<file path="config.mk">
export PLATFORM = sky130hd
export DESIGN_NAME = pll_lock_detect
export DESIGN_NICKNAME = d
export VERILOG_FILES = /design/src/rtl/lock_det_pkg.sv /design/src/rtl/edge_sync.sv /design/src/rtl/skew_meter.sv /design/src/rtl/pass_qualifier.sv /design/src/rtl/pll_lock_detect.sv
export SDC_FILE = /design/constraint.sdc
export NUM_CORES = 1
export LEC_CHECK = 0
export CORE_UTILIZATION = 25
export DETAILED_ROUTE_END_ITERATION = 10
export DONT_BUFFER_PORTS = 1
export GPL_ROUTABILITY_DRIVEN = 0
export GPL_TIMING_DRIVEN = 1
export PLACE_DENSITY = 0.47
export SYNTH_ARGS = -nofsm -noshare
export SYNTH_HDL_FRONTEND = slang
export SYNTH_HIERARCHICAL = 1
export SYNTH_SLANG_ARGS = --single-unit
</file>
<file path="constraint.sdc">
create_clock -name clk_i -period 2.2 [get_ports clk_i]
set_input_delay 0.55 -clock clk_i [delete_from_list [all_inputs] [get_ports clk_i]]
set_output_delay 0.55 -clock clk_i [all_outputs]
set_load 0.02 [all_outputs]
</file>
<file path="src/rtl/lock_det_pkg.sv">
package lock_det_pkg;

  typedef enum logic [1:0] {
    MS_IDLE     = 2'd0,
    MS_REF_LEAD = 2'd1,
    MS_FB_LEAD  = 2'd2
  } meas_state_e;

  typedef struct packed {
    logic valid;
    logic pass;
  } verdict_t;

endpackage

</file>
<file path="src/rtl/edge_sync.sv">
module edge_sync #(
  parameter int STAGES = 2
) (
  input  logic clk_i,
  input  logic rst_ni,
  input  logic d_i,
  output logic rise_o
);

  logic [STAGES:0] sh_q;

  always_ff @(posedge clk_i or negedge rst_ni) begin
    if (!rst_ni) sh_q <= '0;
    else         sh_q <= {sh_q[STAGES-1:0], d_i};
  end

  // sh_q[STAGES-1] is the synchronised level, sh_q[STAGES] its previous value
  assign rise_o = sh_q[STAGES-1] & ~sh_q[STAGES];

  a_r1_rise_one_tick: assert property (@(posedge clk_i) disable iff (!rst_ni)
    rise_o |=> !rise_o);

endmodule

</file>
<file path="src/rtl/skew_meter.sv">
module skew_meter
  import lock_det_pkg::*;
#(
  parameter int WINDOW_TICKS = 3
) (
  input  logic     clk_i,
  input  logic     rst_ni,
  input  logic     ref_rise_i,
  input  logic     fb_rise_i,
  output verdict_t verdict_o
);

  localparam int CW = (WINDOW_TICKS < 2) ? 1 : $clog2(WINDOW_TICKS + 1);
  localparam logic [CW:0] WIN = (CW+1)'(WINDOW_TICKS);

  meas_state_e state_q, state_d;
  logic [CW-1:0] cnt_q, cnt_d;
  logic [CW:0]   elapsed;
  verdict_t      vd_d, verdict_q;

  assign elapsed = {1'b0, cnt_q} + (CW+1)'(1);

  always_comb begin
    state_d = state_q;
    cnt_d   = cnt_q;
    vd_d    = '0;
    unique case (state_q)
      MS_IDLE: begin
        if (ref_rise_i && fb_rise_i) begin
          vd_d = '{valid: 1'b1, pass: 1'b1};
        end else if (ref_rise_i) begin
          state_d = MS_REF_LEAD;
          cnt_d   = '0;
        end else if (fb_rise_i) begin
          state_d = MS_FB_LEAD;
          cnt_d   = '0;
        end
      end
      MS_REF_LEAD: begin
        if (fb_rise_i) begin
          vd_d    = '{valid: 1'b1, pass: (elapsed < WIN)};
          state_d = ref_rise_i ? MS_REF_LEAD : MS_IDLE;
          cnt_d   = '0;
        end else if (ref_rise_i) begin
          // new reference before feedback: previous cycle failed
          vd_d    = '{valid: 1'b1, pass: 1'b0};
          cnt_d   = '0;
        end else if (elapsed >= WIN) begin
          vd_d    = '{valid: 1'b1, pass: 1'b0};
          state_d = MS_IDLE;
          cnt_d   = '0;
        end else begin
          cnt_d   = elapsed[CW-1:0];
        end
      end
      MS_FB_LEAD: begin
        if (ref_rise_i) begin
          vd_d    = '{valid: 1'b1, pass: (elapsed < WIN)};
          state_d = fb_rise_i ? MS_FB_LEAD : MS_IDLE;
          cnt_d   = '0;
        end else if (fb_rise_i) begin
          cnt_d   = '0;
        end else if (elapsed >= WIN) begin
          // feedback too early: the coming reference is judged on its own
          state_d = MS_IDLE;
          cnt_d   = '0;
        end else begin
          cnt_d   = elapsed[CW-1:0];
        end
      end
      default: begin
        state_d = MS_IDLE;
        cnt_d   = '0;
      end
    endcase
  end

  always_ff @(posedge clk_i or negedge rst_ni) begin
    if (!rst_ni) begin
      state_q   <= MS_IDLE;
      cnt_q     <= '0;
      verdict_q <= '0;
    end else begin
      state_q   <= state_d;
      cnt_q     <= cnt_d;
      verdict_q <= vd_d;
    end
  end

  assign verdict_o = verdict_q;

  a_r2_cnt_in_window: assert property (@(posedge clk_i) disable iff (!rst_ni)
    ({1'b0, cnt_q} < WIN));

  a_r3_timeout_fails: assert property (@(posedge clk_i) disable iff (!rst_ni)
    (state_q == MS_REF_LEAD && !fb_rise_i && !ref_rise_i && elapsed == WIN)
      |=> (verdict_q.valid && !verdict_q.pass));

  a_r4_ref_gives_verdict: assert property (@(posedge clk_i) disable iff (!rst_ni)
    (state_q == MS_FB_LEAD && ref_rise_i) |=> verdict_q.valid);

  a_r4_fb_alone_silent: assert property (@(posedge clk_i) disable iff (!rst_ni)
    (state_q == MS_IDLE && fb_rise_i && !ref_rise_i) |=> !verdict_q.valid);

endmodule

</file>
<file path="src/rtl/pass_qualifier.sv">
module pass_qualifier
  import lock_det_pkg::*;
#(
  parameter int PASS_COUNT = 5
) (
  input  logic     clk_i,
  input  logic     rst_ni,
  input  verdict_t verdict_i,
  output logic     lock_o
);

  localparam int PW = (PASS_COUNT < 2) ? 1 : $clog2(PASS_COUNT + 1);
  localparam logic [PW-1:0] FULL = PW'(PASS_COUNT);

  logic [PW-1:0] run_q;
  logic          lock_q;

  always_ff @(posedge clk_i or negedge rst_ni) begin
    if (!rst_ni) begin
      run_q  <= '0;
      lock_q <= 1'b0;
    end else if (verdict_i.valid) begin
      if (verdict_i.pass) begin
        if (run_q != FULL) run_q <= run_q + PW'(1);
        lock_q <= (run_q >= FULL - PW'(1));
      end else begin
        run_q  <= '0;
        lock_q <= 1'b0;
      end
    end
  end

  assign lock_o = lock_q;

  a_r5_rise_on_pass: assert property (@(posedge clk_i) disable iff (!rst_ni)
    $rose(lock_q) |-> $past(verdict_i.valid && verdict_i.pass));

  a_r5_lock_needs_full_run: assert property (@(posedge clk_i) disable iff (!rst_ni)
    lock_q |-> (run_q == FULL));

  a_r6_fail_drops: assert property (@(posedge clk_i) disable iff (!rst_ni)
    (verdict_i.valid && !verdict_i.pass) |=> (!lock_q && run_q == '0));

  a_r7_no_overflow: assert property (@(posedge clk_i) disable iff (!rst_ni)
    run_q <= FULL);

  a_r7_hold: assert property (@(posedge clk_i) disable iff (!rst_ni)
    (lock_q && !(verdict_i.valid && !verdict_i.pass)) |=> lock_q);

endmodule

</file>
<file path="src/rtl/pll_lock_detect.sv">
module pll_lock_detect
  import lock_det_pkg::*;
#(
  parameter int WINDOW_TICKS = 3,
  parameter int PASS_COUNT   = 5,
  parameter int SYNC_STAGES  = 2
) (
  input  logic clk_i,
  input  logic rst_ni,
  input  logic ref_i,
  input  logic fb_i,
  output logic lock_o
);

  localparam int N_IN = 2;

  logic [N_IN-1:0] raw_in;
  logic [N_IN-1:0] rise;
  verdict_t        verdict;

  assign raw_in = {fb_i, ref_i};

  for (genvar g = 0; g < N_IN; g++) begin : g_sync
    edge_sync #(.STAGES(SYNC_STAGES)) u_sync (
      .clk_i  (clk_i),
      .rst_ni (rst_ni),
      .d_i    (raw_in[g]),
      .rise_o (rise[g])
    );
  end

  skew_meter #(.WINDOW_TICKS(WINDOW_TICKS)) u_meter (
    .clk_i      (clk_i),
    .rst_ni     (rst_ni),
    .ref_rise_i (rise[0]),
    .fb_rise_i  (rise[1]),
    .verdict_o  (verdict)
  );

  pass_qualifier #(.PASS_COUNT(PASS_COUNT)) u_qual (
    .clk_i     (clk_i),
    .rst_ni    (rst_ni),
    .verdict_i (verdict),
    .lock_o    (lock_o)
  );

  a_r8_reset_unlocked: assert property (@(posedge clk_i)
    !rst_ni |=> !lock_o);

endmodule

</file>
==> flow_summary.json, run 1 <==
{
  "status": "finished clean",
  "period_minus_slack_ns": 1.83,
  "p_comb_frac": 0.337,
  "max_freq_mhz": 545,
  "place.detailed.hpwl_um": 1040,
  "worstSkewPairLatency_ns": 0.28,
  "p_switching_uw": 309,
  "r2r_slack_ns": 0.37,
  "hp-class": "primary input to flop",
  "final_util": 0.300,
  "cts_resized": 0,
  "synthesis.nets": 94,
  "critPathKind": "flop to flop",
  "crit_path_start_kind": "flop",
  "clockPowerShare": 0.211,
  "numCtsBuffers": 3,
  "final.setup.tns_ns": 0,
  "nets": 97,
  "fin_skew_ns": 0.00443,
  "die_w_um": 60.6,
  "cp.required_ns": 2.43,
  "core_mm2": 0.00315,
  "place_ws_ns": 0.382,
  "routed_wl_um": 1380,
  "cts_max_path_buffers": 2,
  "fin_total_pwr_uw": 884,
  "holdPathStages": 0,
  "finalMaxSlewViolations": 0,
  "vdd_ir_drop_max_mv": 0.520,
  "grt_overflow": 0,
  "setup_ws_ns": 0.366,
  "ant_nets": 0,
  "grt_max_degree": 17,
  "die_h_um": 60.6,
  "max_slew_margin": 0.548,
  "num_rows": 20,
  "cp_max_fo": 6,
  "fillerInstances": 340,
  "internal-power_uw": 575,
  "firstDrtPassIters": 4,
  "h-tree-depth": 1,
  "syn_avg_cell_area_um2": 10.3,
  "min_period_over_period": 0.834,
  "cts.sinks": 16,
  "drtIter0Drc": 37,
  "hold_violations": 0,
  "fin_hold_ws_ns": 0.289,
  "leakage_nw": 0.406,
  "clk_pin_slew_ns": 0.09,
  "swShare": 0.349,
  "antenna_cells": 0,
  "synth_cells": 83,
  "clock-root-buffer": "clkbuf_4",
  "rsz0062_at_grt": "no",
  "start_util": 0.272,
  "pin_count": 5,
  "yosys_warnings": 6,
  "critPathCaptureType": "flop",
  "grt_pass1_wl_um": 2520,
  "synth.ff_latch_count": 16,
  "tightest_slew_ns": 0.676,
  "wl_per_cell_um": 10.7,
  "antenna_found_initial": 0,
  "track_usage": 0.0916,
  "drcViolationCount": 0,
  "via_per_inst": 4.78,
  "synth.distinct_cells": 30,
  "via_count": 616,
  "syn_area_um2": 857,
  "dieArea_mm2": 0.00367,
  "p_seq_frac": 0.452,
  "setup_violations": 0,
  "numPortBuffers": 0,
  "arrival_ns": 2.06,
  "syn_to_final_growth_pct": 10.2,
  "yosysSeqAreaShare": 0.467,
  "max-cap-violations": 0,
  "reg2reg_depth": 6,
  "powerDensity_mw_per_mm2": 936,
  "drive_above_1_share": 0.106,
  "cts_tree": "built",
  "grt_pass1_vias": 602
}
==> metrics by stage <==
stage,std cells,instance area (um2)
2_1_floorplan,83,857
3_3_place_gp,124,898
3_5_place_dp,124,898
4_1_cts,129,945
5_1_grt,129,945
6_report,129,945
==> critical path, stage by stage (launching register included) <==
cell	delay (ns)
dfrtp_1	0.44
inv_1	0.12
ha_1	0.28
inv_2	0.06
or4_1	0.47
a311o_1	0.35
nand2_1	0.06
==> worst paths after layout <==
check | from | end
worst max register to register | u_meter/state_q[1] | u_meter/state_q[1]
min in group asynchronous | rst_ni | g_sync[1].u_sync/sh_q[0]
max in group asynchronous | rst_ni | u_qual/run_q[2]
worst max-delay path | u_meter/state_q[1] | u_meter/state_q[1]
worst min register to register | g_sync[0].u_sync/sh_q[0] | g_sync[0].u_sync/sh_q[1]
worst min-delay path | ref_i | g_sync[0].u_sync/sh_q[0]
==> kinds of logic after synthesis <==
| group | count (synthesis) | synth area share |
|---|---|---|
| AOI/OAI and AO/OA | 19 | 0.158 |
| xor gates and xnor gates | 1 | 0.0102 |
| adders and majority gates | 7 | 0.102 |
| buffers and inverters | 10 | 0.0467 |
| DFF | 16 | 0.467 |
| muxes | 3 | 0.0350 |
| and+or+nand+nor | 27 | 0.181 |
==> cell usage after synthesis <==
cell type / count / area [um2]
or4_1: 2 / 15.0
nand2_1: 10 / 37.5
mux2i_1: 3 / 30.0
inv_2: 1 / 3.75
o21ai_0: 5 / 25.0
nor2_1: 3 / 11.3
nand4_1: 1 / 6.26
a221oi_1: 1 / 8.76
xnor2_1: 1 / 8.76
o22ai_1: 1 / 6.26
inv_1: 6 / 22.5
nor2b_1: 1 / 6.26
ha_1: 7 / 87.6
buf_2: 2 / 10.0
nand3_1: 5 / 25.0
o2111a_1: 1 / 11.3
dfrtp_1: 16 / 400
a22o_2: 1 / 10.0
nand3b_1: 1 / 7.51
a41oi_2: 1 / 16.3
a21oi_1: 4 / 20.0
clkbuf_1: 1 / 3.75
o21ai_1: 1 / 5.00
a31oi_1: 1 / 6.26
nor4bb_1: 1 / 10.0
a311o_1: 1 / 10.0
o211ai_1: 1 / 7.51
nand4b_1: 1 / 8.76
nor2b_4: 2 / 27.5
a2bb2oi_1: 1 / 8.76
==> area by class of cell <==
type / instances / area (um2) / area share
tap: 44 / 55.1 / 0.0583
clock buffer: 4 / 36.3 / 0.0384
timing repair buffer: 1 / 10.0 / 0.0106
sequential: 16 / 400 / 0.424
multi-input combinational: 57 / 417 / 0.441
inverter: 7 / 26.3 / 0.0278
==> layer usage <==
| metal | share of wire | track usage |
|---|---|---|
| met1 | 0.46 | 0.109 |
| met2 | 0.50 | 0.160 |
| met3 | 0.045 | 0.0448 |
| met4 | 0 | 0 |
| met5 | 0 | 0 |
==> power by group through the flow <==
stage / registers, mW / clock network [mW] / logic (mW)
3_5_place_dp: 0.406 / 0 / 0.291
3_3_place_gp: 0.402 / 0 / 0.289
4_1_cts: 0.401 / 0.191 / 0.298
2_1_floorplan: 0.391 / 0 / 0.243
6_report: 0.400 / 0.186 / 0.298
5_1_grt: 0.411 / 0.210 / 0.342
==> flip-flops by register name (all words and copies together), names as in the netlist <==
name	cells
u_meter/verdict_o	2
u_meter/state_q	2
u_qual/lock_o	1
u_meter/cnt_q	2
u_qual/run_q	3
g_sync.u_sync/sh_q	6
==> cells in the final DEF, fill, tap and decap left out, types with 2 or more instances in the layout <==
| cell | count |
|---|---|
| dfrtp_1 | 16 |
| nor2_1 | 3 |
| inv_1 | 6 |
| or4_1 | 2 |
| ha_1 | 7 |
| nand3_1 | 5 |
| nor2b_4 | 2 |
| clkbuf_4 | 3 |
| a21oi_1 | 4 |
| o21ai_0 | 5 |
| nand2_1 | 10 |
| mux2i_1 | 3 |
==> timing repair <==
| item | CTS | global route |
|---|---|---|
| setup endpoints to repair | 0 | 0 |
| buffers inserted | 0 | 0 |
| hold endpoints to repair | 16 | 0 |
| hold buffers | 1 | 0 |
(Power assumes the default switching activity.)
==> inputs of run 2 (changes only) <==
clock period = 1.75 ns   (was 2.2 ns; I/O delays follow)
==> flow_summary.json, run 2 (synthesis gave the netlist of run 1 again) <==
{
  "status": "finished clean",
  "tightest_slew_ns": 0.675,
  "firstDrtPassIters": 4,
  "rsz0062_at_grt": "no",
  "top_regs": "g_sync.u_sync/sh_q (6), u_qual/run_q (3)",
  "hp-class": "primary input to flop",
  "setup_violations": 0,
  "final.setup.tns_ns": 0,
  "place.detailed.hpwl_um": 1110,
  "start_util": 0.272,
  "cts_tree": "built",
  "num_rows": 20,
  "final_common_cell": "dfrtp_1",
  "crit_path_start_kind": "flop",
  "wl_per_cell_um": 11.0,
  "max_slew_margin": 0.549,
  "core_mm2": 0.00315,
  "routed_wl_um": 1480,
  "syn_to_final_growth_pct": 17.5,
  "p_comb_frac": 0.401,
  "numPortBuffers": 0,
  "fillerInstances": 336,
  "cts_max_path_buffers": 2,
  "antenna_found_initial": 0,
  "pin_count": 5,
  "die_h_um": 60.6,
  "cpMaxStageDelayCell": "or4_1",
  "worstSkewPairLatency_ns": 0.28,
  "hold_violations": 0,
  "min_period_over_period": 0.952,
  "ff_latch_area_um2": 402,
  "cp.required_ns": 1.95,
  "h-tree-depth": 1,
  "via_per_inst": 4.64,
  "layout.cells.most_common_list": "dfrtp_1 (15), nand2_1 (10), ha_1 (6), buf_4 (6)",
  "grt_max_degree": 17,
  "cp_top_family": "simple AND/OR/NAND/NOR gates",
  "fin_skew_ns": 0.00377,
  "swShare": 0.348,
  "grt_pass1_vias": 633,
  "ant_nets": 0,
  "crit_chain": "buf_4 -> ha_1 -> mux2i_1 -> mux2i_2 -> or4_1 -> o21ai_0",
  "antenna_cells": 0,
  "track_usage": 0.0993,
  "internal-power_uw": 788,
  "top_register": "g_sync.u_sync/sh_q",
  "max_freq_mhz": 600,
  "drcViolationCount": 0,
  "die_w_um": 60.6,
  "fin_hold_ws_ns": 0.179,
  "period_minus_slack_ns": 1.67,
  "grt_overflow": 0,
  "clock-root-buffer": "clkbuf_4",
  "slowest_delay_ns": 0.47,
  "path_buf_inv": 1,
  "cts.sinks": 16,
  "numCtsBuffers": 3,
  "drive_above_1_share": 0.209,
  "p_switching_uw": 420,
  "cp_max_fo": 5,
  "largest_reg_flops": 6,
  "vdd_ir_drop_max_mv": 0.505,
  "via_count": 627,
  "grt_pass1_wl_um": 2690,
  "dieArea_mm2": 0.00367,
  "arrival_ns": 1.86,
  "leakage_nw": 0.435,
  "nets": 103,
  "clk_pin_slew_ns": 0.09,
  "drtIter0Drc": 41,
  "p_seq_frac": 0.406,
  "clockPowerShare": 0.192,
  "finalMaxSlewViolations": 0,
  "max-cap-violations": 0,
  "powerDensity_mw_per_mm2": 1200,
  "multi_input_area_um2": 433,
  "critPathKind": "flop to flop",
  "critPathCaptureType": "flop"
}
==> run 2: changes by cell type in the layout (fill, tap and decap cells not counted), sizes merged <==
cell and delta:
buf +6
==> run 2: worst paths after layout <==
path                                          start                  endpoint  slack, ns  depth (start not counted)
setup / recovery                 u_meter/state_q[1]        u_meter/state_q[0]       0.08                          6
hold / removal                                 fb_i  g_sync[1].u_sync/sh_q[0]       0.18                          0
setup reg to reg                 u_meter/state_q[1]        u_meter/state_q[0]       0.08                          6
hold reg to reg            g_sync[0].u_sync/sh_q[0]  g_sync[0].u_sync/sh_q[1]       0.36                          0
max in group asynchronous                    rst_ni        u_meter/state_q[0]       0.65                          1
min in group asynchronous                    rst_ni          u_meter/cnt_q[0]       0.63                          1
==> run 2: power groups by stage <==
stage	Clock (mW)	Sequential (mW)	Combinational, mW
2_1_floorplan	0	0.491	0.306
3_3_place_gp	0	0.493	0.426
3_5_place_dp	0	0.496	0.428
4_1_cts	0.247	0.488	0.437
5_1_grt	0.274	0.502	0.542
6_report	0.232	0.491	0.485
==> run 2: through the flow <==
stage | area (um2) | power (mW) | worst slack [ns] | util | cells
floorplan | 857 | 0.797 | 0.0574 | - | 83
global placement | 928 | 0.918 | -0.000943 | 0.294 | 128
detailed placement | 928 | 0.923 | 0.0395 | 0.294 | 128
CTS | 975 | 1.17 | 0.0200 | 0.309 | 133
global route | 1010 | 1.32 | 0.0123 | 0.319 | 135
finish | 1010 | 1.21 | 0.0845 | 0.319 | 135
==> run 2: area by class of cell <==
class	instances	area share
Multi-Input combinational cell	57	0.430
Sequential cell	16	0.399
Timing Repair Buffer	7	0.0547
Tap cell	44	0.0547
Clock buffer	4	0.0360
Inverter	7	0.0261
==> run 2: layer usage <==
metal	GRT usage	wire length, um
met1	0.118	704
met2	0.171	727
met4	0.00974	0
met3	0.0448	53
met5	0	0
==> run 2: timing repair <==
item | in CTS | in global routing
endpoints found under the hold margin | 16 | 0
resized for setup | 0 | 5
buffers inserted | 0 | 2
setup endpoints to repair | 0 | 2
hold buffers | 1 | 0
==> inputs of run 3 (changes only) <==
ABC_CLOCK_PERIOD_IN_PS = 1750   (was unset)
CTS_CLUSTER_DIAMETER = 50   (was unset)
==> results of run 3 <==
Final layout, timing and power as in run 2 (identical DEF).
